## src/rtl/rdma_pkg.sv

```systemverilog
package rdma_pkg;
    localparam int BYTE_W     = 8;
    localparam int ADDR_W     = 16;
    localparam int CNT_W      = 16;
    localparam int REG_AW     = 3;
    localparam int ADDR_BYTES = ADDR_W / BYTE_W;

    typedef enum logic [REG_AW-1:0] {
        RG_CMD   = 3'd0,
        RG_SA_LO = 3'd1,
        RG_SA_HI = 3'd2,
        RG_BC_LO = 3'd3,
        RG_BC_HI = 3'd4,
        RG_CA_LO = 3'd5,
        RG_CA_HI = 3'd6,
        RG_RSV   = 3'd7
    } reg_sel_e;

    typedef enum logic [1:0] {
        DIR_NONE = 2'd0,
        DIR_RD   = 2'd1,
        DIR_WR   = 2'd2
    } dma_dir_e;

    typedef struct packed {
        logic [1:0] page;
        logic       abort;
        dma_dir_e   go;
        logic       txp;
        logic       start;
        logic       stop;
    } cmd_t;

    function automatic cmd_t decode_cmd(input logic [BYTE_W-1:0] b);
        cmd_t c;
        c.page  = b[7:6];
        c.abort = b[5];
        if (b[5])                c.go = DIR_NONE;
        else if (b[4:3] == 2'b01) c.go = DIR_RD;
        else if (b[4:3] == 2'b10) c.go = DIR_WR;
        else                     c.go = DIR_NONE;
        c.txp   = b[2];
        c.start = b[1];
        c.stop  = b[0];
        return c;
    endfunction

    function automatic logic [2:0] field_code(input logic busy, input dma_dir_e dir);
        if (!busy)              return 3'b100;
        else if (dir == DIR_RD) return 3'b001;
        else                    return 3'b010;
    endfunction
endpackage

```

## src/rtl/rdma_cmd_dec.sv

```systemverilog
module rdma_cmd_dec
    import rdma_pkg::*;
(
    input  logic              reg_wr,
    input  logic [REG_AW-1:0] reg_addr,
    input  logic [BYTE_W-1:0] reg_wdata,
    input  logic [1:0]        page,
    output logic              cmd_wr,
    output cmd_t              cmd,
    output logic [1:0]        sa_we,
    output logic [1:0]        bc_we
);
    logic page0;
    reg_sel_e sel;

    always_comb begin
        sel    = reg_sel_e'(reg_addr);
        page0  = (page == 2'b00);
        cmd    = decode_cmd(reg_wdata);
        cmd_wr = reg_wr && (sel == RG_CMD);
        sa_we  = {reg_wr && page0 && (sel == RG_SA_HI), reg_wr && page0 && (sel == RG_SA_LO)};
        bc_we  = {reg_wr && page0 && (sel == RG_BC_HI), reg_wr && page0 && (sel == RG_BC_LO)};
    end
endmodule

```

## src/rtl/rdma_engine.sv

```systemverilog
module rdma_engine
    import rdma_pkg::*;
(
    input  logic              clk,
    input  logic              rst,
    input  logic              cmd_wr,
    input  logic              cmd_abort,
    input  dma_dir_e          cmd_go,
    input  logic [1:0]        sa_we,
    input  logic [1:0]        bc_we,
    input  logic [BYTE_W-1:0] wbyte,
    input  logic              dp_strobe,
    output logic              busy,
    output dma_dir_e          dir,
    output logic [ADDR_W-1:0] start_addr,
    output logic [ADDR_W-1:0] cur_addr,
    output logic [CNT_W-1:0]  count,
    output logic              xfer_rd,
    output logic              xfer_wr,
    output logic              done
);
    logic abort_now, launch, step;

    assign abort_now = cmd_wr && cmd_abort;
    assign launch    = cmd_wr && !cmd_abort && (cmd_go != DIR_NONE) && !busy;
    assign step      = dp_strobe && busy && !abort_now;
    assign xfer_rd   = step && (dir == DIR_RD);
    assign xfer_wr   = step && (dir == DIR_WR);

    always_ff @(posedge clk) begin
        if (rst) begin
            busy       <= 1'b0;
            dir        <= DIR_NONE;
            start_addr <= '0;
            cur_addr   <= '0;
            count      <= '0;
            done       <= 1'b0;
        end else begin
            done <= 1'b0;
            if (abort_now) begin
                if (busy) begin
                    busy  <= 1'b0;
                    dir   <= DIR_NONE;
                    count <= '0;
                end
            end else if (launch) begin
                cur_addr <= start_addr;
                if (count == '0) begin
                    done <= 1'b1;
                end else begin
                    busy <= 1'b1;
                    dir  <= cmd_go;
                end
            end else if (step) begin
                cur_addr <= cur_addr + 1'b1;
                count    <= count - 1'b1;
                if (count == CNT_W'(1)) begin
                    busy <= 1'b0;
                    dir  <= DIR_NONE;
                    done <= 1'b1;
                end
            end
            if (!busy) begin
                for (int i = 0; i < ADDR_BYTES; i++) begin
                    if (sa_we[i]) start_addr[i*BYTE_W +: BYTE_W] <= wbyte;
                    if (bc_we[i]) count[i*BYTE_W +: BYTE_W]      <= wbyte;
                end
            end
        end
    end

    // an accepted byte moves the address up and the count down by one
    p_advance_r6: assert property (@(posedge clk) disable iff (rst)
        (step && count > CNT_W'(1)) |=> (cur_addr == $past(cur_addr) + 1'b1) && (count == $past(count) - 1'b1));

    // abort clears the count but freezes the address
    p_abort_keeps_addr_r8: assert property (@(posedge clk) disable iff (rst)
        (abort_now && busy) |=> (!busy && count == '0 && cur_addr == $past(cur_addr) && !done));

    // completion pulse only while idle
    p_done_idle_r7: assert property (@(posedge clk) disable iff (rst)
        done |-> !busy);

    // a busy engine always has bytes left
    p_busy_count_r7: assert property (@(posedge clk) disable iff (rst)
        busy |-> (count != '0));

    // start address frozen while a transfer runs
    p_hold_prog_r9: assert property (@(posedge clk) disable iff (rst)
        (busy && sa_we != 2'b00) |=> $stable(start_addr));
endmodule

```

## src/rtl/rdma_readback.sv

```systemverilog
module rdma_readback
    import rdma_pkg::*;
(
    input  logic [REG_AW-1:0] reg_addr,
    input  logic [1:0]        page,
    input  logic              run,
    input  logic              busy,
    input  dma_dir_e          dir,
    input  logic [ADDR_W-1:0] start_addr,
    input  logic [ADDR_W-1:0] cur_addr,
    input  logic [CNT_W-1:0]  count,
    output logic [BYTE_W-1:0] rdata
);
    always_comb begin
        rdata = '0;
        case (reg_sel_e'(reg_addr))
            RG_CMD:   rdata = {page, field_code(busy, dir), 1'b0, run, ~run};
            RG_SA_LO: rdata = start_addr[BYTE_W-1:0];
            RG_SA_HI: rdata = start_addr[2*BYTE_W-1:BYTE_W];
            RG_BC_LO: rdata = count[BYTE_W-1:0];
            RG_BC_HI: rdata = count[2*BYTE_W-1:BYTE_W];
            RG_CA_LO: rdata = cur_addr[BYTE_W-1:0];
            RG_CA_HI: rdata = cur_addr[2*BYTE_W-1:BYTE_W];
            default:  rdata = '0;
        endcase
        if (reg_sel_e'(reg_addr) != RG_CMD && page != 2'b00) rdata = '0;
    end
endmodule

```

## src/rtl/rdma_cmd_ctrl.sv

```systemverilog
module rdma_cmd_ctrl
    import rdma_pkg::*;
(
    input  logic              clk,
    input  logic              rst,
    input  logic              reg_wr,
    input  logic [REG_AW-1:0] reg_addr,
    input  logic [BYTE_W-1:0] reg_wdata,
    output logic [BYTE_W-1:0] reg_rdata,
    input  logic              dp_strobe,
    input  logic [BYTE_W-1:0] dp_wdata,
    output logic [BYTE_W-1:0] dp_rdata,
    output logic [ADDR_W-1:0] mem_addr,
    output logic              mem_re,
    output logic              mem_we,
    output logic [BYTE_W-1:0] mem_wdata,
    input  logic [BYTE_W-1:0] mem_rdata,
    output logic [1:0]        page_sel,
    output logic              running,
    output logic              tx_req,
    output logic              dma_done,
    output logic              dma_busy
);
    logic              cmd_wr;
    cmd_t              cmd;
    logic [1:0]        sa_we, bc_we;
    dma_dir_e          dir;
    logic [ADDR_W-1:0] start_addr, cur_addr;
    logic [CNT_W-1:0]  count;
    logic              xfer_rd, xfer_wr;

    rdma_cmd_dec u_dec (
        .reg_wr    (reg_wr),
        .reg_addr  (reg_addr),
        .reg_wdata (reg_wdata),
        .page      (page_sel),
        .cmd_wr    (cmd_wr),
        .cmd       (cmd),
        .sa_we     (sa_we),
        .bc_we     (bc_we)
    );

    rdma_engine u_eng (
        .clk        (clk),
        .rst        (rst),
        .cmd_wr     (cmd_wr),
        .cmd_abort  (cmd.abort),
        .cmd_go     (cmd.go),
        .sa_we      (sa_we),
        .bc_we      (bc_we),
        .wbyte      (reg_wdata),
        .dp_strobe  (dp_strobe),
        .busy       (dma_busy),
        .dir        (dir),
        .start_addr (start_addr),
        .cur_addr   (cur_addr),
        .count      (count),
        .xfer_rd    (xfer_rd),
        .xfer_wr    (xfer_wr),
        .done       (dma_done)
    );

    rdma_readback u_rb (
        .reg_addr   (reg_addr),
        .page       (page_sel),
        .run        (running),
        .busy       (dma_busy),
        .dir        (dir),
        .start_addr (start_addr),
        .cur_addr   (cur_addr),
        .count      (count),
        .rdata      (reg_rdata)
    );

    always_ff @(posedge clk) begin
        if (rst) begin
            page_sel <= 2'b00;
            running  <= 1'b0;
            tx_req   <= 1'b0;
        end else begin
            tx_req <= cmd_wr && cmd.txp;
            if (cmd_wr) begin
                page_sel <= cmd.page;
                if (cmd.stop)       running <= 1'b0;
                else if (cmd.start) running <= 1'b1;
            end
        end
    end

    assign mem_addr  = cur_addr;
    assign mem_re    = xfer_rd;
    assign mem_we    = xfer_wr;
    assign mem_wdata = dp_wdata;
    assign dp_rdata  = xfer_rd ? mem_rdata : '0;

    // never a read and a write in one cycle
    p_single_access_r6: assert property (@(posedge clk) disable iff (rst)
        $onehot0({mem_re, mem_we}));

    // stop has priority over start
    p_stop_wins_r3: assert property (@(posedge clk) disable iff (rst)
        (cmd_wr && cmd.stop) |=> !running);

    // idle engine reports the idle field code
    p_idle_field_r7: assert property (@(posedge clk) disable iff (rst)
        (reg_addr == 3'd0 && !dma_busy) |-> (reg_rdata[5:3] == 3'b100));
endmodule

```

## config.mk

```make
export PLATFORM = sky130hd
export DESIGN_NAME = rdma_cmd_ctrl
export DESIGN_NICKNAME = d
export VERILOG_FILES = /design/src/rtl/rdma_pkg.sv /design/src/rtl/rdma_cmd_dec.sv /design/src/rtl/rdma_engine.sv /design/src/rtl/rdma_readback.sv /design/src/rtl/rdma_cmd_ctrl.sv
export SDC_FILE = /design/constraint.sdc
export NUM_CORES = 1
export LEC_CHECK = 0
export ABC_AREA = 1
export CAP_MARGIN = 40
export CORE_AREA = 4 4 91 93
export CTS_BUF_LIST = sky130_fd_sc_hd__clkbuf_4 sky130_fd_sc_hd__clkbuf_8
export DETAILED_ROUTE_END_ITERATION = 16
export DIE_AREA = 0 0 95 97
export PLACE_DENSITY = 0.77
export SYNTH_ARGS = -nofsm -noshare
export SYNTH_HDL_FRONTEND = slang
export SYNTH_SLANG_ARGS = --single-unit
```

## constraint.sdc

```tcl
create_clock -name clk -period 3.95 [get_ports clk]
set_input_delay 0.395 -clock clk [delete_from_list [all_inputs] [get_ports clk]]
set_output_delay 0.395 -clock clk [all_outputs]
set_load 0.05 [all_outputs]
```

# == Word-level counts from Yosys, hierarchy flattened ==
# Cells that the tools add are included.
# classes
addsub,2
eq_ne,14
muxes,33
n_bitwise,3
n_reduce_logical,37
# op_table
operator,count
16-bit 2-to-1 mux,7
8-bit one-hot mux with 7 select lines,1
8-bit 2-to-1 mux,4
2-bit 2-to-1 mux,10
16-bit by 1-bit adder with 16-bit output (second input constant),1
16-bit by 1-bit equality test with 1-bit output (second input constant),1
1-bit logical AND,16
16-bit logical NOT,1
16-bit by 1-bit subtractor with 16-bit output (second input constant),1
1-bit 2-to-1 mux,10
2-bit nonzero test,5
3-bit equality test (second input constant),3
3-bit nonzero test,3
2-bit AND reduction,4
3-bit by 2-bit equality test with 1-bit output (second input constant),2
2-bit by 1-bit equality test with 1-bit output (second input constant),2
2-bit equality test (second input constant),2
4-bit AND reduction,1
3-bit by 1-bit equality test with 1-bit output (second input constant),1
1-bit logical NOT,3
3-bit logical NOT,1
3-bit 2-to-1 mux,1
3-bit by 2-bit inequality test with 1-bit output (second input constant),1
1-bit NOT,3
other kinds (5),5
# word_totals
register_bits,56
output_inout_bits,48
word_cells,99

# == Depth between registers and ports, before layout ==
# Gate-level depths: netlist of the first run.
# depth
word_depth,11
mapped_depth,11
ltp_nobuf,11

# == Modules after synthesis ==
# Synthesis of the first run repeated with hierarchy kept, for this count alone.
# hier_totals
cells_unflattened,678
hier_area_um2,4162.7
# by_module_without_submodules
mod,instances,cells_each,area_each_um2
rdma_engine,1,473,3064.2
rdma_readback,1,133,701.9
rdma_cmd_ctrl,1,46,270.3
rdma_cmd_dec,1,26,126.4

# == Worst setup path after synthesis of the first run ==
# Ideal clock, no wire load.
# synth_path
kind,register to output
start,reg u_eng.busy
end,out dp_rdata[0]
t_arrival_ns,2.883
path_slack_ns,0.672
path_stages_with_launch,8
n_path_buf,1
path_cell_list,dfxtp_1 > nand2_1 > inv_1 > nand2_2 > buf_4 > nor2_1 > inv_1 > nor2_1
# synth_between
elab_chain_cells,4
# synth_rtl
item,line_no,rtl
"start, declared",rdma_engine.sv:13,"output logic busy,"
"start signal, assigned",rdma_engine.sv:32,busy <= 1'b0;
"start signal, assigned",rdma_engine.sv:42,busy <= 1'b0;
"start signal, assigned",rdma_engine.sv:51,busy <= 1'b1;
1-bit logical AND (2 in series),rdma_engine.sv:26,assign step = dp_strobe && busy && !abort_now;
1-bit logical AND,rdma_engine.sv:27,assign xfer_rd = step && (dir == DIR_RD);
via mem_re,rdma_cmd_ctrl.sv:14,"output logic mem_re,"
8-bit 2-to-1 mux,rdma_cmd_ctrl.sv:94,assign dp_rdata = xfer_rd ? mem_rdata : '0;
"end, declared",rdma_cmd_ctrl.sv:12,"output logic [BYTE_W-1:0] dp_rdata,"
# The timed path passes the listed nets, and every way through them passes these cells.

# == Final worst setup path of the first run ==
# layout_path
start,in reg_addr[2]
end,out dp_rdata[0]
# layout_between
elab_chain_cells,7
# layout_rtl
item,line_no,rtl
"start, declared",rdma_cmd_ctrl.sv:7,"input logic [REG_AW-1:0] reg_addr,"
3-bit logical NOT,rdma_cmd_dec.sv:20,cmd_wr = reg_wr && (sel == RG_CMD);
1-bit logical AND,rdma_cmd_dec.sv:20,
1-bit logical AND,rdma_engine.sv:24,assign abort_now = cmd_wr && cmd_abort;
1-bit logical NOT,rdma_engine.sv:26,
1-bit logical AND,rdma_engine.sv:26,
1-bit logical AND,rdma_engine.sv:27,
8-bit 2-to-1 mux,rdma_cmd_ctrl.sv:94,
# No other way between the ends.

==> results of run 1 <==
worst reg2reg max path, stage by stage, from the launching register on:
cell and delay [ns]:
dfxtp_1 0.52, nand2_1 0.12, inv_1 0.18, nand2_2 0.23, nand2_1 0.47, inv_2 0.25, o21ai_1 0.19, a21oi_1 0.05
power by group through the flow:
| stage | registers, mW | clock network, mW | logic, mW |
|---|---|---|---|
| 2_1_floorplan | 0.603 | 0 | 0.126 |
| 5_1_grt | 0.590 | 0.415 | 0.200 |
| 3_5_place_dp | 0.601 | 0 | 0.179 |
| 6_report | 0.588 | 0.395 | 0.184 |
| 4_1_cts | 0.588 | 0.397 | 0.180 |
| 3_3_place_gp | 0.601 | 0 | 0.175 |
worst paths after layout:
path / slack (ns) / startpoint / endpoint
max: 0.83 / reg_addr[2] / dp_rdata[0]
min: 0.50 / u_eng.start_addr[6] / u_eng.cur_addr[6]
max reg2reg: 1.83 / u_eng.busy / u_eng.cur_addr[2]
min reg2reg: 0.50 / u_eng.start_addr[6] / u_eng.cur_addr[6]
layer usage:
layer,global-route usage (%),up-vias,routed length [um]
met2,44.90,216,6046
met4,10.65,0,419
met1,33.56,1888,5040
met5,0,-,0
met3,3.810,43,876
li1,-,2027,-
sequential cells by signal (all words and copies together) (netlist names):
name and flops:
page_sel 2, running 1, tx_req 1, u_eng.busy 1, u_eng.count 16, u_eng.cur_addr 16, u_eng.dir 2, u_eng.done 1
u_eng.start_addr 16
stage by stage:
stage          instance area [um2]  instances  power (mW)
2_1_floorplan                 3636        594      0.7289
3_3_place_gp                  4237        735      0.7753
3_5_place_dp                  4252        736      0.7793
4_1_cts                       4363        744       1.165
5_1_grt                       4363        744       1.205
6_report                      4363        744       1.168
logic make-up (layout without fill, tap and decap cells):
logic type	count (synthesis)	count (layout)	synth area share, %
AO/OA/AOI/OAI	131	131	19.68
buffers and inverters	121	169	14.38
adder cells (fa/ha/maj)	3	3	1.032
flip-flops	56	56	30.83
AND/OR/NAND/NOR	278	278	32.86
XOR/XNOR	5	5	1.204
area by class of cell:
class	count	area share, %
Multi-Input combinational cell	417	45.66
Tap cell	102	2.925
Inverter	96	8.259
Clock buffer	6	1.749
Sequential cell	56	25.70
Clock inverter	2	0.8030
Timing Repair Buffer	65	14.91
cells in the final DEF, fill, tap and decap left out, drive strengths merged:
master,count
o21bai,1
o211ai,3
bufinv,1
nand3,46
o22ai,19
nand4,10
ha,3
clkbuf,6
xor2,5
nor3,13
o221ai,1
buf,3
dfxtp,56
a211oi,3
and3,1
a221oi,3
or2,2
nor2,83
a31oi,3
clkdlybuf4s50,62
a21oi,46
nand2,120
inv,96
o21ai,52
nor4,3
clkinv,1
==> impl_metrics.ini, run 1 <==
[status]
status = finished clean

[pwr]
vdd_ir_drop_max_v = 0.0001732
power_switching_mw = 0.3315
power.internal_mw = 0.8361
switching_share_pct = 28.39
p_leak_nw = 1.839
clkPwrFrac_pct = 33.9
p_comb_share_pct = 15.8
power.density_mw_per_mm2 = 267.6
seqPwrFrac_pct = 50.4

[timing]
clock_skew_ns = 0.009891
period_minus_slack_ns = 3.117
holdWs_ns = 0.5036
rsz0062_at_grt = no
tns_ns = 0
setup_viol = 0
drv_slew = 0
fmax_mhz = 320.8
hold_viol = 0
fin_crit_sh_pct = 78.92
slew_headroom_pct = 61.02
tightestPinTransition_ns = 0.5802
fin_ws_ns = 0.8328

[layout]
diodes = 0
seqCellArea_mm2 = 0.001121
final_core_util_pct = 57.96
fill_cells = 766
area_growth_pct = 19.99
drive_above_1_share_pct = 3.271
multi_input_area_mm2 = 0.001992
finalNetCount = 675

[synth]
synth_most_common_cell = nand2_1
syn-cell-area_mm2 = 0.003636
ys_ff_latch = 56
yosysWarnings = 0
syn-mean-instance-area_um2 = 6.121
synth_top_cells_by_count = nand2_1, inv_1, nor2_1, dfxtp_1, a21oi_1
yosysUniqueCellTypes = 32
synth_top_flop_cell = dfxtp_1
postSynth.asyncResetShare_pct = 0
syn_inst = 594
synth_top_cell_by_area = dfxtp_1
syn_nets = 628
synth_area_leaders = dfxtp_1, nand2_1, inv_1
synth_edf_count = 0
seq_area_frac_synth_pct = 30.83
synth_top_area_share_pct = 30.83

[floorplanning]
fp.dieH_um = 97
die_area_mm2 = 0.009215
ioPinCount = 79
rows = 32
coreArea_mm2 = 0.007527
initial_core_util_pct = 48.30
fp.dieW_um = 95

[setup_path]
cp_cell_sequence = clkdlybuf4s50_1 > inv_2 > nand4_4 > nand2_2 > nor2_1 > inv_1 > nor2_1 > clkdlybuf4s50_1
cp.depth = 8
cp_data_required_time_ns = 3.56
cp_num_buf_inv = 4
path_class = in2out
slowest_stage = clkdlybuf4s50_1
cp.arrival_ns = 2.72
reg2regPathDepth = 7
end_kind = output pin
path_delay_family = buffers and inverters
cp_max_fo = 12
cp-start-kind = input pin
slowest_delay_ns = 0.82

[route]
routedWlPerCell_um = 16.64
wirelength_mm = 12.38
drt_first_pass_iters = 6
drt_iter0_markers = 408
via_count = 4174
antenna_left = 0
vias_per_cell = 5.610
drc = 0

[clock_tree]
worstSkewPairLatency_ns = 0.32
clockBufferDepth = 2
cts_tree = done
htreeDepth = 2
cts_buffers = 5
cts-hold-fix-buffers = 0
ctsResizeCount = 0
clock_sinks = 56
path_clk_slew_ns = 0.11
clock_tree.root_cell = clkbuf_8
cts_setup_buffers = 0

[min_path]
hold_class = reg2reg
min_delay_path_depth = 2

[global_route]
antenna_found_initial = 0
grt_overflow = 0
grt_pass1_vias = 3847
grt_max_degree = 35
track_usage_pct = 26.61
grt_pass1_wl_mm = 19.42

[placement]
gp_congestion = 0.9620
port_buffers = 62
hpwl_mm = 9.466
pre_cts_slack_ns = 0.8561

[run]
maxCapViolCount = 0
Note: power is estimated with default switching activity, not from simulation.
==> run 2: changes to the inputs <==
==> constraint.sdc (replaced) <==
create_clock -name clk -period 3.2 [get_ports clk]
set_input_delay 0.32 -clock clk [delete_from_list [all_inputs] [get_ports clk]]
set_output_delay 0.32 -clock clk [all_outputs]
set_load 0.05 [all_outputs]
==> run 2 against run 1 <==
Against the previous run: utilization is 0.38 points lower; via count rose by 0.14%; sequential share of layout area rose by 0.17 points; clock power up 8.4%; combinational power is 23% higher; setup slack worse by 0.58 ns; cell count up 0.40%; count of clock-buffer cells in the layout is 1 higher; hold slack worse by 0.017 ns; sequential power up 24%; global-route usage about the same; critical path depth grew 1; highest routed layer unchanged.
==> impl_metrics.ini, run 2 (synthesis results as in run 1) <==
[status]
status = finished clean

[setup_path]
cp_max_fo = 6
cp.arrival_ns = 2.63
end_kind = output pin
path_delay_family = buffers and inverters
slowest_delay_ns = 0.73
cp-start-kind = input pin
cp_data_required_time_ns = 2.88
path_class = in2out
cp_cell_sequence = clkdlybuf4s50_1 > inv_1 > nand3_1 > inv_1 > nand2_1 > o21ai_0 > nor4_1 > nor2_1 > clkdlybuf4s50_1
slowest_stage = clkdlybuf4s50_1
cp_num_buf_inv = 4

[placement]
placed_cells = 739
gp_congestion = 0.9747
pre_cts_slack_ns = 0.2964
dpl_cell_area_mm2 = 0.004237
port_buffers = 62
hpwl_mm = 9.582

[clock_tree]
clock_tree.root_cell = clkbuf_8
worstSkewPairLatency_ns = 0.31
cts_tree = done
cts_setup_buffers = 0
path_clk_slew_ns = 0.11
clock_sinks = 56
cts-hold-fix-buffers = 0
cts_buffers = 5
htreeDepth = 2
clockBufferDepth = 2
ctsResizeCount = 0

[timing]
drv_slew = 0
fin_crit_sh_pct = 92.25
clock_skew_ns = 0.009232
holdWs_ns = 0.4870
rsz0062_at_grt = no
fin_ws_ns = 0.2479
fmax_mhz = 338.7
slew_headroom_pct = 44.95
hold_viol = 0
period_minus_slack_ns = 2.952
tightestPinTransition_ns = 0.8248
setup_viol = 0
tns_ns = 0

[route]
route.met3.wl_um = 772
drt_iter0_markers = 339
drt_first_pass_iters = 5
top_layer = met4
wl_met1_mm = 5.055
wl_met2_mm = 5.913
wirelength_mm = 12.31
vias_per_cell = 5.596
antenna_left = 0
routedWlPerCell_um = 16.48
drc = 0
via_count = 4180

[floorplanning]
die_area_mm2 = 0.009215
initial_core_util_pct = 48.30
ioPinCount = 79
coreArea_mm2 = 0.007527
fp.dieH_um = 97
fp.dieW_um = 95
rows = 32

[layout]
layout_common_cells = nand2_1, inv_1, nor2_1, dfxtp_1, clkdlybuf4s50_1
final-instance-count-excl-fill = 747
reg_top3 = u_eng.count: 16 flops, u_eng.cur_addr: 16 flops, u_eng.start_addr: 16 flops
diodes = 0
final_core_util_pct = 57.58
finalNetCount = 678
area_growth_pct = 19.20
drive_above_1_share_pct = 5.581
fill_cells = 790
final_area_mm2 = 0.004334
layout_commonest_cell = nand2_1

[run]
maxCapViolCount = 0

[global_route]
track_usage_pct = 26.63
grt_max_degree = 35
grt_pass1_vias = 3807
grt_overflow = 0
antenna_found_initial = 0
grt_pass1_wl_mm = 19.24

[pwr]
p_leak_nw = 1.864
power.density_mw_per_mm2 = 318.4
vdd_ir_drop_max_v = 0.0001747
p_total_mw = 1.380

[min_path]
hold_class = reg2reg
## run 2: cell types whose count changed in the layout (fill, tap and decap cells not counted)
cell	before	now
buf_4	2	18
buf_8	1	0
bufinv_16	1	0
clkbuf_8	5	6
clkdlybuf4s50_1	62	50
clkinv_2	1	0
clkinvlp_4	0	1
## run 2: per-layer routing
metal	global-route usage, %	vias up
li1	-	2033
met1	33.27	1910
met4	11.10	0
met3	3.499	40
met5	0	-
met2	45.28	197
## run 2: final cells by class
class	instances	area, um2	area share [%]
inverters	96	360.3	8.314
multi-input cells	417	1992	45.96
repair buffers	68	635.6	14.67
clock inverters	1	7.507	0.1732
clock buffers	7	90.09	2.079
flip-flops and latches	56	1121	25.87
well taps	102	127.6	2.945
## run 2: worst reg2reg max path, cell delays in order (launching register included)
cell and delay, ns:
dfxtp_1 0.53, nand2_1 0.14, inv_1 0.20, nand2_2 0.12, buf_4 0.20, nand2_1 0.38
inv_2 0.24, o21ai_1 0.19, a21oi_1 0.05
## run 2: power breakdown
group          total, mW  leakage, nW  switching, mW  internal [mW]
clock network      0.428       0.0479          0.242          0.185
registers          0.727        0.453         0.0143          0.712
logic              0.226         1.36          0.148         0.0780
total               1.38         1.86          0.404          0.976
## run 2: path summary, 6_finish.rpt
path | start | to | slack (ns) | cells past startpoint
max | reg_addr[0] | reg_rdata[4] | 0.25 | 9
min | u_eng.start_addr[6] | u_eng.start_addr[6] | 0.49 | 2
max reg2reg | u_eng.busy | u_eng.cur_addr[0] | 1.05 | 8
min reg2reg | u_eng.start_addr[6] | u_eng.start_addr[6] | 0.49 | 2
